--- src/rtl/iptr_pkg.sv ---
package iptr_pkg;
  localparam int PTR_W = 16;

  typedef enum logic [2:0] {
    OP_IDLE    = 3'd0,
    OP_ACCESS  = 3'd1,
    OP_ADJUST  = 3'd2,
    OP_LOAD_LO = 3'd3,
    OP_LOAD_HI = 3'd4
  } ptrOp_e;

  typedef enum logic [2:0] {
    AM_PLAIN    = 3'd0,
    AM_PRE_INC  = 3'd1,
    AM_PRE_DEC  = 3'd2,
    AM_POST_INC = 3'd3,
    AM_POST_DEC = 3'd4,
    AM_OFFSET   = 3'd5
  } accMode_e;

  typedef enum logic [1:0] {
    RG_BANKED   = 2'd0,
    RG_LINEAR   = 2'd1,
    RG_PROGRAM  = 2'd2,
    RG_UNMAPPED = 2'd3
  } region_e;

  // strobes from control to datapath
  typedef struct packed {
    logic             accEn;   // present an access address
    logic             updEn;   // write adder result back
    logic             sel;     // pointer index
    logic             useNew;  // address from adder, not from old pointer
    logic [PTR_W-1:0] delta;   // adder operand
    logic             wrLo;    // byte load, low half
    logic             wrHi;    // byte load, high half
  } ptrStrobe_t;
endpackage

--- src/rtl/iptr_ctrl.sv ---
module iptr_ctrl
  import iptr_pkg::*;
#(
  parameter int IMM_W = 6
) (
  input  logic             cmdValid,
  input  logic [2:0]       cmdOp,
  input  logic [2:0]       accMode,
  input  logic             ptrSel,
  input  logic [IMM_W-1:0] imm,
  output ptrStrobe_t       strobe
);
  localparam int EXT_W = PTR_W - IMM_W;

  logic [PTR_W-1:0] immExt;
  ptrOp_e           opDec;
  accMode_e         modeDec;

  assign immExt  = {{EXT_W{imm[IMM_W-1]}}, imm};
  assign opDec   = ptrOp_e'(cmdOp);
  assign modeDec = accMode_e'(accMode);

  always_comb begin
    strobe     = '0;
    strobe.sel = ptrSel;
    if (cmdValid) begin
      case (opDec)
        OP_ACCESS: begin
          strobe.accEn = 1'b1;
          case (modeDec)
            AM_PRE_INC: begin
              strobe.updEn = 1'b1; strobe.useNew = 1'b1; strobe.delta = PTR_W'(1);
            end
            AM_PRE_DEC: begin
              strobe.updEn = 1'b1; strobe.useNew = 1'b1; strobe.delta = '1;
            end
            AM_POST_INC: begin
              strobe.updEn = 1'b1; strobe.delta = PTR_W'(1);
            end
            AM_POST_DEC: begin
              strobe.updEn = 1'b1; strobe.delta = '1;
            end
            AM_OFFSET: begin
              strobe.useNew = 1'b1; strobe.delta = immExt;
            end
            default: ;
          endcase
        end
        OP_ADJUST: begin
          strobe.updEn = 1'b1;
          strobe.delta = immExt;
        end
        OP_LOAD_LO: strobe.wrLo = 1'b1;
        OP_LOAD_HI: strobe.wrHi = 1'b1;
        default: ;
      endcase
    end
  end
endmodule

--- src/rtl/iptr_datapath.sv ---
module iptr_datapath
  import iptr_pkg::*;
#(
  parameter int          NUM_PTRS   = 2,
  parameter logic [15:0] BANK_LIMIT = 16'h1000,
  parameter logic [15:0] LIN_BASE   = 16'h2000,
  parameter int          GPR_BYTES  = 80,
  parameter int          GPR_START  = 32,
  parameter int          LIN_BANKS  = 32,
  localparam int         BANK_W     = $clog2(LIN_BANKS),
  localparam int         DADDR_W    = BANK_W + 7
) (
  input  logic               clk,
  input  logic               rst_n,
  input  ptrStrobe_t         strobe,
  input  logic [7:0]         wrData,
  output logic               accValid,
  output logic [PTR_W-1:0]   effAddr,
  output logic [1:0]         region,
  output logic [DADDR_W-1:0] dataAddr,
  output logic [PTR_W-2:0]   progAddr,
  output logic [PTR_W-1:0]   ptrVal [NUM_PTRS]
);
  localparam logic [15:0] LIN_SIZE = 16'(GPR_BYTES * LIN_BANKS);
  localparam logic [15:0] SPAN16   = 16'(GPR_BYTES);
  localparam logic [6:0]  GPR_OFS  = 7'(GPR_START);

  logic [PTR_W-1:0] ptrQ [NUM_PTRS];
  logic [PTR_W-1:0] curPtr, sumPtr;
  logic [15:0]      linOff, linBank, linIdx;
  region_e          regDec;

  for (genvar i = 0; i < NUM_PTRS; i++) begin : g_ptr
    always_ff @(posedge clk) begin
      if (!rst_n) begin
        ptrQ[i] <= '0;
      end else if (int'(strobe.sel) == i) begin
        if (strobe.updEn)     ptrQ[i]       <= sumPtr;
        else if (strobe.wrLo) ptrQ[i][7:0]  <= wrData;
        else if (strobe.wrHi) ptrQ[i][15:8] <= wrData;
      end
    end
    assign ptrVal[i] = ptrQ[i];
  end

  assign curPtr  = ptrQ[strobe.sel];
  assign sumPtr  = curPtr + strobe.delta;
  assign effAddr = strobe.useNew ? sumPtr : curPtr;
  assign accValid = strobe.accEn;

  // linear window split into bank index and in-bank byte
  assign linOff  = effAddr - LIN_BASE;
  assign linBank = linOff / SPAN16;
  assign linIdx  = linOff % SPAN16;

  always_comb begin
    regDec   = RG_UNMAPPED;
    dataAddr = '0;
    progAddr = '0;
    if (effAddr[PTR_W-1]) begin
      regDec   = RG_PROGRAM;
      progAddr = effAddr[PTR_W-2:0];
    end else if (effAddr < BANK_LIMIT) begin
      regDec   = RG_BANKED;
      dataAddr = effAddr[DADDR_W-1:0];
    end else if (effAddr >= LIN_BASE && linOff < LIN_SIZE) begin
      regDec   = RG_LINEAR;
      dataAddr = {linBank[BANK_W-1:0], GPR_OFS + linIdx[6:0]};
    end
  end

  assign region = regDec;
endmodule

--- src/rtl/iptr_unit.sv ---
module iptr_unit
  import iptr_pkg::*;
(
  input  logic        clk,
  input  logic        rst_n,
  input  logic        cmdValid,
  input  logic [2:0]  cmdOp,
  input  logic [2:0]  accMode,
  input  logic        ptrSel,
  input  logic [5:0]  imm,
  input  logic [7:0]  wrData,
  output logic        accValid,
  output logic [15:0] effAddr,
  output logic [1:0]  region,
  output logic [11:0] dataAddr,
  output logic [14:0] progAddr,
  output logic [15:0] ptr0,
  output logic [15:0] ptr1
);
  ptrStrobe_t  strobe;
  logic [15:0] ptrVal [2];

  iptr_ctrl #(.IMM_W(6)) u_ctrl (
    .cmdValid(cmdValid), .cmdOp(cmdOp), .accMode(accMode),
    .ptrSel(ptrSel), .imm(imm), .strobe(strobe)
  );

  iptr_datapath #(.NUM_PTRS(2), .LIN_BANKS(32)) u_dp (
    .clk(clk), .rst_n(rst_n), .strobe(strobe), .wrData(wrData),
    .accValid(accValid), .effAddr(effAddr), .region(region),
    .dataAddr(dataAddr), .progAddr(progAddr), .ptrVal(ptrVal)
  );

  assign ptr0 = ptrVal[0];
  assign ptr1 = ptrVal[1];
endmodule

--- config.mk ---
export PLATFORM = sky130hd
export DESIGN_NAME = iptr_unit
export DESIGN_NICKNAME = d
export VERILOG_FILES = /design/src/rtl/iptr_pkg.sv /design/src/rtl/iptr_ctrl.sv /design/src/rtl/iptr_datapath.sv /design/src/rtl/iptr_unit.sv
export SDC_FILE = /design/constraint.sdc
export NUM_CORES = 1
export LEC_CHECK = 0
export ABC_AREA = 0
export BUFFER_PORTS_ARGS = -buffer_cell sky130_fd_sc_hd__buf_2
export CAP_MARGIN = 30
export CORE_MARGIN = 4
export CORE_UTILIZATION = 58
export DETAILED_ROUTE_END_ITERATION = 8
export PLACE_DENSITY_LB_ADDON = 0.15
export SYNTH_ARGS = -nofsm -noshare
export SYNTH_HDL_FRONTEND = slang
export SYNTH_SLANG_ARGS = --single-unit
--- constraint.sdc ---
create_clock -name clk -period 12.5 [get_ports clk]
set_input_delay 1.25 -clock clk [delete_from_list [all_inputs] [get_ports clk]]
set_output_delay 1.25 -clock clk [all_outputs]
set_load 0.02 [all_outputs]
After elaboration in Yosys (flattened, before gate mapping)
Memories as Yosys holds them, arrays and structs flattened.
Cells that the tools add are included.
{"block": "totals", "mem_bits_ro": 0, "input_bits": 24, "register_bits": 0, "memories": 1, "word_cells": 79, "out_inout_bits": 78, "ramBits": 32, "latchBits": 0}
{"name": "u_dp.ptrQ", "depth": 2, "word_bits": 16, "rd": 3, "rd_ports_with_merged_regs": 0, "write_ports": 2, "line_no": "iptr_datapath.sv:28", "text": "logic [PTR_W-1:0] ptrQ [NUM_PTRS];"}
{"block": "op_classes", "shifts": 0, "n_eq_ne": 9, "bitwise_logic": 6, "n_mul": 0, "n_div": 2, "n_lt_le_gt_ge": 3, "muxes": 50, "n_addsub": 3, "reduce_logical": 5}
{"operator": "$mux W16", "count": 3}
{"operator": "$pmux W16 S3", "count": 1}
{"operator": "$mux W12", "count": 3}
{"operator": "$mux W8", "count": 4}
{"operator": "$pmux W16 S2", "count": 1}
{"operator": "$mux W1", "count": 31}
{"operator": "$mux W19", "count": 1}
{"operator": "$add A16 B16 Y16", "count": 1}
{"operator": "$div A16 B7 Y16 const B", "count": 1}
{"operator": "$ge A16 B14 Y1 const B", "count": 1}
{"operator": "$lt A16 B12 Y1 const B", "count": 1}
{"operator": "$lt A16 B13 Y1 const B", "count": 1}
{"operator": "$mod A16 B7 Y16 const B", "count": 1}
{"operator": "$sub A16 B14 Y16 const B", "count": 1}
{"operator": "$mux W15", "count": 1}
{"operator": "$eq A3 B2 Y1 const B", "count": 4}
{"operator": "$eq A3 B3 Y1 const B", "count": 3}
{"operator": "$mux W2", "count": 4}
{"operator": "$add A6 B7 Y7 const A", "count": 1}
{"operator": "$eq A3 B1 Y1 const B", "count": 2}
{"operator": "$or A1 B1 Y1", "count": 6}
{"operator": "$reduce_or A2 Y1", "count": 2}
{"operator": "$reduce_or A4 Y1", "count": 1}
{"operator": "$reduce_or A3 Y1", "count": 1}
{"operator": "other kinds (2)", "count": 2}

Depth between registers and ports, before layout
Gate-level depths: netlist of run 1.
{"block": "depth", "ltp_word": 13, "mapped_depth": 42, "depth_no_buf": 38}

Cells and area by module
Synthesis of run 1 repeated with hierarchy kept, for this count alone.
{"block": "unflattened", "cells_unflattened": 589, "area_unflattened_um2": 4789.6}
{"mod": "iptr_datapath", "area_per_inst_um2": 4441.8, "seq_area_each_um2": 960.9, "cells_each": 535, "n_inst": 1}
{"mod": "iptr_ctrl", "area_per_inst_um2": 347.8, "seq_area_each_um2": 0.0, "cells_each": 54, "n_inst": 1}

Least setup slack after synthesis of run 1
No wires, ideal clock.
{"block": "synth_timing", "kind": "input to output", "start": "input ptrSel", "end": "output dataAddr[4]", "path_buffers": 6, "arrival_ps": 9984, "stages": 39, "setup_slack_ps": 1266, "required_time_ps": 11250, "cell_sequence": "buf_2 buf_2 buf_1 mux2_2 fa_1 a211oi_1 o21bai_1 o2111a_1 o21a_1 o21ai_0 a21oi_1 o21ai_0 nand2b_1 xor2_1 mux2i_1 ha_1 clkbuf_1 inv_1 (+3 left out) a311o_1 o32ai_4 nor3_2 mux2i_4 and3_1 buf_4 nor4_2 o41a_1 or2_4 or3_1 buf_4 o31ai_4 nor4_1 nor4b_4 o221a_4 nand3_2 o311a_1 a21oi_1"}
{"block": "synth_between", "elab_chain_cells": 9, "elab_cells_between_ends": 13, "cone_classes": "3 x add/sub; 1 x div; 3 x order compare; 4 x mux; 1 x reduce/logical; 1 x memory"}
{"item": "start: declaration", "line_no": "iptr_unit.sv:9", "text": "input logic ptrSel,"}
{"item": "$mem_v2 Z2 W16 *"}
{"item": "$add A16 B16 Y16", "line_no": "iptr_datapath.sv:47", "text": "assign sumPtr = curPtr + strobe.delta;"}
{"item": "$mux W16 *", "line_no": "iptr_datapath.sv:48", "text": "assign effAddr = strobe.useNew ? sumPtr : curPtr;"}
{"item": "$sub A16 B14 Y16", "line_no": "iptr_datapath.sv:52", "text": "assign linOff = effAddr - LIN_BASE;"}
{"item": "$mod A16 B7 Y16 or $lt A16 B12 Y1 (tied branches)", "line_no": "iptr_datapath.sv:54, iptr_datapath.sv:66"}
{"item": "$add A6 B7 Y7 or $logic_and A1 B1 Y1 (tied branches)", "line_no": "iptr_datapath.sv:68, iptr_datapath.sv:66"}
{"item": "$mux W12", "line_no": "iptr_datapath.sv:66", "text": "end else if (effAddr >= LIN_BASE && linOff < LIN_SIZE) begin"}
{"item": "$mux W12", "line_no": "iptr_datapath.sv:63", "text": "end else if (effAddr < BANK_LIMIT) begin"}
{"item": "$mux W12 *", "line_no": "iptr_datapath.sv:60", "text": "if (effAddr[PTR_W-1]) begin"}
{"item": "end: declaration", "line_no": "iptr_unit.sv:15", "text": "output logic [11:0] dataAddr,"}
Every way passes the cells marked *; elsewhere a longest branch is shown, timed or not.

Final worst setup path of run 1
{"block": "layout_timing", "start": "input accMode[1]", "end": "output dataAddr[5]"}
{"block": "layout_between", "elab_chain_cells": 13, "elab_cells_between_ends": 25, "cone_classes": "3 x add/sub; 1 x div; 3 x order compare; 5 x eq/ne; 9 x mux; 4 x reduce/logical"}
{"item": "start: declaration", "line_no": "iptr_unit.sv:8", "text": "input logic [2:0] accMode,"}
{"item": "$eq A3 B2 Y1 (tied with other cells)", "line_no": "iptr_ctrl.sv:30", "text": "case (modeDec)"}
{"item": "$reduce_or A2 Y1 (no source line)"}
{"item": "$pmux W16 S3", "line_no": "iptr_ctrl.sv:30"}
{"item": "$pmux W16 S2", "line_no": "iptr_ctrl.sv:27", "text": "case (opDec)"}
{"item": "$mux W19 *", "line_no": "iptr_ctrl.sv:26", "text": "if (cmdValid) begin"}
{"item": "$add A16 B16 Y16", "line_no": "iptr_datapath.sv:47"}
{"item": "$mux W16 *", "line_no": "iptr_datapath.sv:48"}
{"item": "$sub A16 B14 Y16", "line_no": "iptr_datapath.sv:52"}
{"item": "$mod A16 B7 Y16 or $lt A16 B12 Y1 (tied branches)", "line_no": "iptr_datapath.sv:54, iptr_datapath.sv:66"}
{"item": "$add A6 B7 Y7 or $logic_and A1 B1 Y1 (tied branches)", "line_no": "iptr_datapath.sv:68, iptr_datapath.sv:66"}
{"item": "$mux W12", "line_no": "iptr_datapath.sv:66"}
{"item": "$mux W12", "line_no": "iptr_datapath.sv:63"}
{"item": "$mux W12 *", "line_no": "iptr_datapath.sv:60"}
Marks and branches as above.

==> results of run 1 <==
==> layout make-up <==
cell class | count | area [µm²]
repair buffers | 118 | 633
well taps | 129 | 161
inverters | 32 | 129
clock inverters | 1 | 3.75
multi-input cells | 596 | 4370
flip-flops and latches | 32 | 961
clock buffers | 7 | 76.3
fillers | 789 | 2990
==> worst paths after layout <==
path | slack [ns] | cells past startpoint | to
max | 0.35 | 38 | dataAddr[5]
min | 1.01 | 3 | u_dp.ptrQ[1][0]
max reg2reg | 8.94 | 13 | u_dp.ptrQ[1][14]
min reg2reg | 1.01 | 3 | u_dp.ptrQ[1][0]
==> per-layer routing <==
metal | routed length (µm) | up-vias | share of wire (%)
met5 | 0 | - | 0
met4 | 426 | 0 | 2.4
met3 | 1600 | 39 | 8.8
met2 | 8550 | 354 | 47
met1 | 7490 | 2959 | 41
li1 | - | 2908 | -
==> worst max-delay path, delay by kind of cell <==
| family | cells | cell delay (ns) |
|---|---|---|
| XOR/XNOR | 1 | 0.25 |
| buffers and inverters | 5 | 0.80 |
| adder cells (fa/ha/maj) | 2 | 0.88 |
| AO/OA/AOI/OAI | 17 | 4.54 |
| multiplexers | 1 | 0.16 |
| AND/OR/NAND/NOR | 12 | 3.00 |
==> timing repair <==
item / CTS / global route
gates resized for setup: 0 / 13
endpoints found under the setup margin: 0 / 4
setup buffers: 0 / 8
==> placed cells by master (no fill, tap or decap), types with 17 or more instances in the layout <==
cell type,n
nor2_1,82
o21ai_0,35
buf_2,101
buf_4,17
edfxtp_1,32
a21oi_1,37
nand2_1,58
nand3_1,25
inv_1,24
a22o_1,30
==> through the flow <==
step	TNS, ns	utilization, %	instances	power [W]
floorplan	0	-	699	0.000779
global placement	0	65.8	899	0.000903
detailed placement	0	65.8	899	0.000919
CTS	0	66.7	907	0.000996
global route	-0.117	67.9	915	0.00113
finish	0	67.9	915	0.00106
==> kinds of logic (layout without fill, tap and decap cells) <==
logic type / Yosys count / in the layout / synth area share (%)
AND/OR/NAND/NOR: 275 / 275 / 27.1
adder cells (fa/ha/maj): 19 / 19 / 4.33
flip-flops: 32 / 32 / 17.1
multiplexers: 23 / 23 / 4.58
buffers and inverters: 71 / 158 / 5.80
XOR/XNOR: 22 / 22 / 3.44
AO/OA/AOI/OAI: 257 / 257 / 37.6
==> where the power goes <==
| part | internal (W) | switching, W |
|---|---|---|
| sequential | 0.000124 | 0.00000315 |
| clock | 0.0000387 | 0.0000377 |
| combinational | 0.000329 | 0.000526 |
==> summary.txt, run 1 <==
Setup WS post-layout - 0.348 ns
status - completed
residual DRC count - 0
Max Buffers Root-to-Sink - 2
Area Growth Syn to Fin - 13.0%
worst hold-check path type - flop to flop
pin count of the biggest net entering global routing - 23
Worst Hold Launch - u_dp.ptrQ[0][0]
Yosys top cell area share - 17.1%
Tcrit/Tclk final - 97.2%
synth warn - 0
Die X - 106 µm
reg2reg start - u_dp.ptrQ[1][0]
M1 GR Usage - 40.9%
synth cell count leaders - 83 x nor2_1, 58 x nand2_1, 37 x a21oi_1
Cells after Synth - 699
Final Max Slew Viols - 0
slowest cell on the critical path - or3_1
CTS tree - built
port bufs - 101
Placed Area - 6140 µm²
Clock Skews - 0.00400 ns
GRT Total Usage - 30.6%
CP startpoint kind - input port
CP Capture Type - output port
CTS clk-pin slew, worst paths - 0.07 ns
crit-path max FO - 10
number of max-cap violations - 0
Final ANT Viol Nets - 0
Synth Flop Type - edfxtp_1
async set or reset register ratio after synthesis - 0%
ratio of cells with drive above 1 in the final layout - 27.0%
Final Hold Viols - 0
Post-CTS Hold Buffers - 0
1st-iter DRT viols - 538
Peak VDD IR - 0.000104 V
Reg with most FFs - u_dp.ptrQ
Pleak - 2.70 nW
Synth area leaders - edfxtp_1 17%, nor2_1 5.6%, a22o_1 4.7%
DRT Pass-1 Iters - 8
Top Registers - u_dp.ptrQ x32
Final nets - 827
critical path class - input port to output port
mapped cell area - 5610 µm²
Slew @ Worst Pin - 1.02 ns
gpl congestion - 0.990
Fin Hold WS - 1.01 ns
Die ar. - 11300 µm²
vias in the first global route - 5864
post-DR vias/cell - 6.84
endpoints failing setup - 0
antenna violations before repair - 0
cell accounting for the most synthesized area - edfxtp_1
I/O pin total - 102
pwr dens - 167 nW/µm²
Synthesized Nets - 741
hpwl dp - 13.9 mm
sequential share of the synthesized area - 17.1%
starting density of the core - 60.1%
worst rel slew slack - 31.8%
worst-skew pair later-pin latency - 0.28 ns
CP Data Arrival Time - 10.90 ns
Root Driver - clkbuf_8
H-tree Lvls - 2
height of the die - 106 µm
core area - 9330 µm²
fin crit period - 12.15 ns
clk sink count - 32
met3 Usage GRT - 2.91%
final WL - 18.1 mm
GRT busiest layer - met2
pre-CTS setup slack - 0.212 ns
# rows - 35
post-synthesis cell type count - 119
CP peak stage delay - 0.53 ns
first-pass GRT wire length - 28.9 mm
Largest register FFs - 32
GRT overflow - 0
Finished Cell Area - 6330 µm²
fmax - 0.0823 GHz
most frequent cell after synthesis - nor2_1
Mean Syn Cell Area - 8.02 µm²
CTS Buf Count - 5
diode count - 0
Critical Path Source - accMode[1]
EDFF count, synth - 32
flops & latches, synth - 32
DR WL/cell - 19.7 µm
Via Count - 6260
Req. time, crit path - 11.25 ns
M2 GR Usage - 52.7%
No activity file was read; power rests on OpenSTA's default activity.
==> inputs of run 2 (changes only) <==
--- a/config.mk
+++ b/config.mk
@@ -11,7 +11,7 @@
 export CORE_MARGIN = 4
 export CORE_UTILIZATION = 58
 export DETAILED_ROUTE_END_ITERATION = 8
-export PLACE_DENSITY_LB_ADDON = 0.15
+export PLACE_DENSITY = 0.83
 export SYNTH_ARGS = -nofsm -noshare
 export SYNTH_HDL_FRONTEND = slang
 export SYNTH_SLANG_ARGS = --single-unit
==> constraint.sdc (replaced) <==
create_clock -name clk -period 12.5 [get_ports clk]
set_input_delay 0 -clock clk [delete_from_list [all_inputs] [get_ports clk]]
set_output_delay 0 -clock clk [all_outputs]
set_load 0.02 [all_outputs]
==> run 2 against run 1 <==
  * Die area unchanged
  * Cell count down 1.3%
  * Via count down 0.46%
  * Clock power down 4.3%
  * Hold slack worse by 0.93 ns
  * Count of clock-buffer cells in the layout down 1
  * Fmax up 20%
  * Sequential power about the same
  * Critical endpoint unchanged
  * Largest cell class unchanged
  * Largest power group unchanged
==> summary.txt, run 2 (synthesis gave the netlist of run 1 again) <==
status - completed (unchanged)
hpwl dp - 13.7 mm (was 13.9 mm)
slowest cell on the critical path - or3_1 (unchanged)
Final nets - 816 (was 827)
antenna violations before repair - 0 (unchanged)
CP Capture Type - output port (unchanged)
height of the die - 106 µm (unchanged)
Tcrit/Tclk final - 80.9% (was 97.2%)
CP Data Arrival Time - 10.11 ns (was 10.90 ns)
worst-skew pair later-pin latency - 0.28 ns (about the same)
most common cell after layout, fill and taps aside - buf_2 (unchanged)
worst hold path depth - 2 (was 3)
Fin Hold WS - 0.0788 ns (was 1.01 ns)
most frequent cells in the layout - 102 x buf_2, 83 x nor2_1, 58 x nand2_1 (was 101 x buf_2, 82 x nor2_1, 58 x nand2_1)
Top Registers - u_dp.ptrQ x32 (unchanged)
Max Buffers Root-to-Sink - 2 (unchanged)
fmax - 0.0989 GHz (was 0.0823 GHz)
Detail Route met3 WL - 1.73 mm (was 1.60 mm)
Peak VDD IR - 0.000109 V (was 0.000104 V)
residual DRC count - 0 (unchanged)
fin crit period - 10.11 ns (was 12.15 ns)
GRT overflow - 0 (unchanged)
worst hold-check path type - input port to flop (was flop to flop)
Die X - 106 µm (unchanged)
met2 WL post-DR - 8.53 mm (was 8.55 mm)
number of max-cap violations - 0 (unchanged)
Placed Area - 6110 µm² (was 6140 µm²)
core area - 9330 µm² (unchanged)
critical path class - flop to output port (was input port to output port)
worst rel slew slack - 26.1% (was 31.8%)
FF-to-FF setup slack - 9.10 ns (was 8.94 ns)
Via Count - 6231 (was 6260)
crit-path max FO - 10 (unchanged)
Clock Skews - 0.00297 ns (was 0.00400 ns)
worst path bufs/invs - 2 (was 5)
CTS resizes - 0 (unchanged)
1st-iter DRT viols - 631 (was 538)
first-pass GRT wire length - 29.1 mm (was 28.9 mm)
Area Growth Syn to Fin - 10.5% (was 13.0%)
area of the multi-input gates - 4320 µm² (was 4370 µm²)
R2R cell count - 13 (unchanged)
Pleak - 2.65 nW (was 2.70 nW)
Root Driver - clkbuf_8 (unchanged)
I/O pin total - 102 (unchanged)
setup bufs post-CTS - 0 (unchanged)
pwr dens - 164 nW/µm² (was 167 nW/µm²)
CTS clk-pin slew, worst paths - 0.06 ns (was 0.07 ns)
Die ar. - 11300 µm² (unchanged)
CP peak stage delay - 0.53 ns (about the same)
CTS Buf Count - 5 (unchanged)
pin count of the biggest net entering global routing - 29 (was 23)
Final TNS setup - 0 ns (unchanged)
Largest register FFs - 32 (unchanged)
Top Layer Used - met4 (unchanged)
diode count - 0 (unchanged)
endpoints failing setup - 0 (unchanged)
Req. time, crit path - 12.50 ns (was 11.25 ns)
Storage cell area - 961 µm² (unchanged)
DR WL/cell - 19.9 µm (was 19.7 µm)
ratio of cells with drive above 1 in the final layout - 24.9% (was 27.0%)
Slew @ Worst Pin - 1.11 ns (was 1.02 ns)
Final ANT Viol Nets - 0 (unchanged)
clk sink count - 32 (unchanged)
CTS tree - built (unchanged)
post-DR vias/cell - 6.90 (was 6.84)
GRT Total Usage - 30.8% (was 30.6%)
final WL - 18.0 mm (was 18.1 mm)
Worst path depth - 35 (was 38)
RSZ-0062 raised after global routing - false
vias in the first global route - 5831 (was 5864)
# rows - 35 (unchanged)
CP startpoint kind - flop (was input port)
Reg with most FFs - u_dp.ptrQ (unchanged)
DRT Pass-1 Iters - 5 (was 8)
Metal-1 WL - 7.31 mm (was 7.49 mm)
H-tree Lvls - 2 (unchanged)
largest delay contributor family on the critical path - compound AO/OA/AOI/OAI gates (unchanged)
starting density of the core - 60.1% (unchanged)
gpl congestion - 0.996 (was 0.990)
Final Hold Viols - 0 (unchanged)
port bufs - 101 (unchanged)
FILL cells - 791 (was 789)
Final Max Slew Viols - 0 (unchanged)
Post-CTS Hold Buffers - 0 (unchanged)
Finished Cell Area - 6200 µm² (was 6330 µm²)
==> run 2: cell types whose count changed in the layout (fill, tap and decap cells not counted), sizes merged <==
cell and change:
clkinvlp -1, buf -11, clkbuf -1, inv +1
==> run 2: worst paths after layout <==
kind / from / endpoint
setup / recovery: u_dp.ptrQ[1][0] / dataAddr[5]
setup reg to reg: u_dp.ptrQ[1][0] / u_dp.ptrQ[1][14]
hold reg to reg: u_dp.ptrQ[1][0] / u_dp.ptrQ[0][0]
hold / removal: wrData[7] / u_dp.ptrQ[0][7]
==> run 2: area by class of cell <==
cell class              count  area share (%)
clock inverters             1          0.0808
repair buffers            107            8.84
clock buffers               6            1.17
well taps                 129            2.61
flip-flops and latches     32            15.5
multi-input cells         596            69.8
inverters                  32            2.02
==> run 2: worst register-to-register path, delay by kind of cell, from the launching register on <==
kind | cells | cell delay [ns]
compound gates | 8 | 1.49
fa+ha+maj | 2 | 0.67
flops | 1 | 0.43
mux | 1 | 0.30
xor+xnor | 1 | 0.17
simple gates | 1 | 0.08
==> run 2: stage by stage <==
stage / setup WS, ns / utilization, % / instances / total power [W]
finish: 2.39 / 66.4 / 903 / 0.00102
global route: 1.66 / 66.4 / 903 / 0.00108
CTS: 2.59 / 66.4 / 902 / 0.000991
detailed placement: 2.70 / 65.5 / 895 / 0.000917
global placement: 3.10 / 65.5 / 894 / 0.000893
floorplan: 3.77 / - / 699 / 0.000779
==> run 2: power by group <==
group	total (W)	internal (W)	leakage (nW)	switching, W
sequential	0.000128	0.000124	0.333	0.00000362
combinational	0.000815	0.000299	2.28	0.000516
clock	0.0000731	0.0000378	0.0410	0.0000353
total	0.00102	0.000461	2.65	0.000555
==> run 2: metal layers <==
layer	up-vias	global-route usage [%]
met5	-	0
met4	0	9.44
met3	48	4.80
met2	390	52.8
met1	2905	39.7
li1	2888	-
==> inputs of run 3 (changes only) <==
--- a/config.mk
+++ b/config.mk
@@ -5,13 +5,13 @@
 export SDC_FILE = /design/constraint.sdc
 export NUM_CORES = 1
 export LEC_CHECK = 0
-export ABC_AREA = 0
+export ABC_AREA = 1
 export BUFFER_PORTS_ARGS = -buffer_cell sky130_fd_sc_hd__buf_2
 export CAP_MARGIN = 30
 export CORE_MARGIN = 4
-export CORE_UTILIZATION = 58
+export CORE_UTILIZATION = 52
 export DETAILED_ROUTE_END_ITERATION = 8
-export PLACE_DENSITY = 0.83
+export PLACE_DENSITY = 0.79
 export SYNTH_ARGS = -nofsm -noshare
 export SYNTH_HDL_FRONTEND = slang
 export SYNTH_SLANG_ARGS = --single-unit
==> constraint.sdc (replaced) <==
create_clock -name clk -period 8.5 [get_ports clk]
set_input_delay 0 -clock clk [delete_from_list [all_inputs] [get_ports clk]]
set_output_delay 0 -clock clk [all_outputs]
set_load 0.02 [all_outputs]
==> run 3 against run 2 <==
  * Non-clock buffer count grew 8
  * Final area shrank 1.8%
  * Utilization shrank 1.2 points
  * Worst setup slack lost 1.8 ns
  * First-iteration DRC count shrank 36%
  * Clock power grew 59%
  * Sequential share of layout area grew 0.28 points
  * Synthesized area shrank 9.9%
  * Global-route usage shrank 5.4 points
==> summary.txt, run 3 <==
status - completed (unchanged)
Root Driver - clkbuf_8 (unchanged)
Largest register FFs - 32 (unchanged)
worst-skew pair later-pin latency - 0.29 ns (was 0.28 ns)
CP peak stage delay - 0.39 ns (was 0.53 ns)
CP Data Arrival Time - 7.86 ns (was 10.11 ns)
Max Buffers Root-to-Sink - 2 (unchanged)
diode count - 0 (unchanged)
antenna violations before repair - 0 (unchanged)
vias in the first global route - 5281 (was 5831)
post-synthesis cell type count - 47 (was 119)
M2 GR Usage - 42.2% (was 52.8%)
synth warn - 0 (unchanged)
Post-CTS Hold Buffers - 0 (unchanged)
critical path class - flop to output port (unchanged)
residual DRC count - 0 (unchanged)
Fin Hold WS - 0.145 ns (was 0.0788 ns)
flops & latches, synth - 32 (unchanged)
Yosys top cell area share - 19.0% (was 17.1%)
CTS tree - built (unchanged)
R2R Path End - u_dp.ptrQ[1][14] (unchanged)
DR WL/cell - 14.3 µm (was 19.9 µm)
most used cell along the critical path - nand2_1
final WL - 15.1 mm (was 18.0 mm)
pin count of the biggest net entering global routing - 19 (was 29)
largest delay contributor family on the critical path - simple AND/OR/NAND/NOR gates (was compound AO/OA/AOI/OAI gates)
M1 GR Usage - 34.7% (was 39.7%)
pwr dens - 481 nW/µm² (was 164 nW/µm²)
Final Max Slew Viols - 0 (unchanged)
port bufs - 101 (unchanged)
most frequent cell after synthesis - nand2_1 (was nor2_1)
Die X - 107 µm (was 106 µm)
worst rel slew slack - 50.7% (was 26.1%)
CP Capture Type - output port (unchanged)
CP startpoint kind - flop (unchanged)
Peak VDD IR - 0.000392 V (was 0.000109 V)
sequential share of the synthesized area - 19.0% (was 17.1%)
I/O pin total - 102 (unchanged)
most common cell after layout, fill and taps aside - nand2_1 (was buf_2)
ratio of cells with drive above 1 in the final layout - 29.1% (was 24.9%)
Cells after Synth - 813 (was 699)
CP endpoint - dataAddr[6] (was dataAddr[5])
reg2reg start - u_dp.ptrQ[1][0] (unchanged)
Synth Area in Compound Gates - 9.93% (was 37.6%)
crit-path max FO - 8 (was 10)
XOR/XNOR share of the synthesized area - 1.91% (was 3.44%)
GRT busiest layer - met2 (unchanged)
EDFF count, synth - 32 (unchanged)
Tcrit/Tclk final - 92.5%
CTS Buf Count - 5 (unchanged)
Synth area leaders - edfxtp_1 19%, nand2_1 19%, inv_1 8.6% (was edfxtp_1 17%, nor2_1 5.6%, a22o_1 4.7%)
Synth Flop Type - edfxtp_1 (unchanged)
met3 Usage GRT - 4.61% (was 4.80%)
most frequent cells in the layout - 247 x nand2_1, 113 x inv_1, 99 x buf_2 (was 102 x buf_2, 83 x nor2_1, 58 x nand2_1)
1st-iter DRT viols - 406 (was 631)
Top Registers - u_dp.ptrQ x32 (unchanged)
Pleak - 3.31 nW (was 2.65 nW)
Reg with most FFs - u_dp.ptrQ (unchanged)
synth cell count leaders - 251 x nand2_1, 116 x inv_1, 81 x nand3_1 (was 83 x nor2_1, 58 x nand2_1, 37 x a21oi_1)
height of the die - 107 µm (was 106 µm)
async set or reset register ratio after synthesis - 0% (unchanged)
first-pass GRT wire length - 24.0 mm (was 29.1 mm)
worst hold path depth - 3 (was 2)
worst path bufs/invs - 9 (was 2)
Final Power - 0.00293 W (was 0.00102 W)
core area - 9330 µm² (unchanged)
slowest cell on the critical path - fa_2 (was or3_1)
Final nets - 969 (was 816)
Synthesized Nets - 855 (was 741)
largest family of logic cells by synthesized area - simple AND/OR/NAND/NOR gates (was compound AO/OA/AOI/OAI gates)
Die ar. - 11400 µm² (was 11300 µm²)
cell accounting for the most synthesized area - edfxtp_1 (unchanged)
FF-to-FF setup slack - 5.72 ns (was 9.10 ns)
Critical Path Source - u_dp.ptrQ[1][0] (unchanged)
Mean Syn Cell Area - 6.21 µm² (was 8.02 µm²)
simple-gate share of the synthesized area - 52.6% (was 27.1%)
clk sink count - 32 (unchanged)
GRT overflow - 0 (unchanged)
# rows - 35 (unchanged)
Slew @ Worst Pin - 0.738 ns (was 1.11 ns)
worst hold-check path type - input port to flop (unchanged)
starting density of the core - 54.2% (was 60.1%)
H-tree Lvls - 2 (unchanged)
Final Hold Viols - 0 (unchanged)
number of max-cap violations - 0 (unchanged)
endpoints failing setup - 0 (unchanged)
fmax - 0.127 GHz
Final ANT Viol Nets - 0 (unchanged)
Via Count - 5673 (was 6231)
CTS clk-pin slew, worst paths - 0.07 ns (was 0.06 ns)
GRT Total Usage - 25.4% (was 30.8%)
Worst path depth - 62 (was 35)
R2R cell count - 15 (was 13)
Req. time, crit path - 8.50 ns (was 12.50 ns)
Area Growth Syn to Fin - 20.5% (was 10.5%)
fin crit period - 7.86 ns
FILL cells - 901 (was 791)
Clock Skews - 0.00435 ns (was 0.00297 ns)
hpwl dp - 11.7 mm (was 13.7 mm)
post-DR vias/cell - 5.37 (was 6.90)
post-synthesis adder-cell area fraction - 4.61% (was 4.33%)
DRT Pass-1 Iters - 5 (unchanged)
mapped cell area - 5050 µm² (was 5610 µm²)
post-synthesis mux area share - 0.396% (was 4.58%)
gpl congestion - 0.900 (was 0.996)
## run 3: changes by cell type after synthesis, sizes merged, moves of 13 or more
cell,change
a211oi,-14
a21oi,-24
a22o,-30
buf,-15
clkbuf,-16
inv,+107
nand2,+246
nand3,+75
nor2,-13
nor3,-13
o21ai,-24
o22ai,+29
## run 3: routing by layer
metal	vias to the layer above	wire length [µm]	share of wire, %
li1	2884	-	-
met1	2560	6650	44
met2	208	7100	47
met3	21	1130	7.5
met4	0	190	1.3
met5	-	0	0
## run 3: how the worst min path moves through the flow
stage	startpoint	end	slack, ns
after CTS	wrData[7]	u_dp.ptrQ[0][15]	0.14
after detailed placement	wrData[0]	u_dp.ptrQ[0][0]	0.43
final	wrData[0]	u_dp.ptrQ[0][0]	0.14
after global placement	wrData[7]	u_dp.ptrQ[0][7]	0.42
after global routing	wrData[0]	u_dp.ptrQ[0][0]	0.15
after floorplan	cmdOp[0]	accValid	0.14
## run 3: logic make-up (layout without fill, tap and decap cells)
family / Yosys count / after routing
AOI/OAI and AO/OA: 82 / 82
xor gates and xnor gates: 11 / 11
adders and majority gates: 18 / 18
buffers and inverters: 146 / 261
DFF: 32 / 32
muxes: 2 / 2
and+or+nand+nor: 522 / 522
## run 3: worst register-to-register path, stage by stage, from the launching register on
cell and delay [ns]:
edfxtp_1 0.37, or2_0 0.24, o21ai_2 0.08, inv_1 0.09
ha_4 0.18, fa_2 0.39, nand3_2 0.09, nand2_2 0.09
nand3_2 0.09, nand3_2 0.09, a21oi_2 0.13, nor2_1 0.06
nor2_2 0.16, xor2_2 0.19, buf_4 0.15, o22ai_1 0.06
## run 3: report_power, final
part	leakage [nW]	total, W	switching (W)	internal (W)
Combinational	2.93	0.00263	0.00174	0.000882
Sequential	0.333	0.000186	0.00000418	0.000182
Clock	0.0453	0.000116	0.0000601	0.0000556
## run 3: final cells by class
class / count / area (µm²) / share of cell area [%]
timing repair buffer: 115 / 616 / 10.1
tap: 129 / 161 / 2.65
inverter: 138 / 539 / 8.86
clock inverter: 3 / 13.8 / 0.226
clock buffer: 5 / 68.8 / 1.13
sequential: 32 / 961 / 15.8
multi-input combinational: 635 / 3730 / 61.2
## run 3: timing repair
item,CTS,global route
resized for setup,0,50
setup buffers,0,12
setup endpoints to repair,0,5
## run 3: per-stage QoR
step	utilization, %	setup WS, ns	cell area, µm²	TNS, ns	instances
CTS	61.8	0.265	5760	0	1045
global placement	60.9	0.747	5680	0	1037
global route	65.2	-0.136	6090	-0.301	1057
finish	65.2	0.636	6090	0	1057
floorplan	-	0.876	5050	0	813
detailed placement	60.9	0.511	5680	0	1037
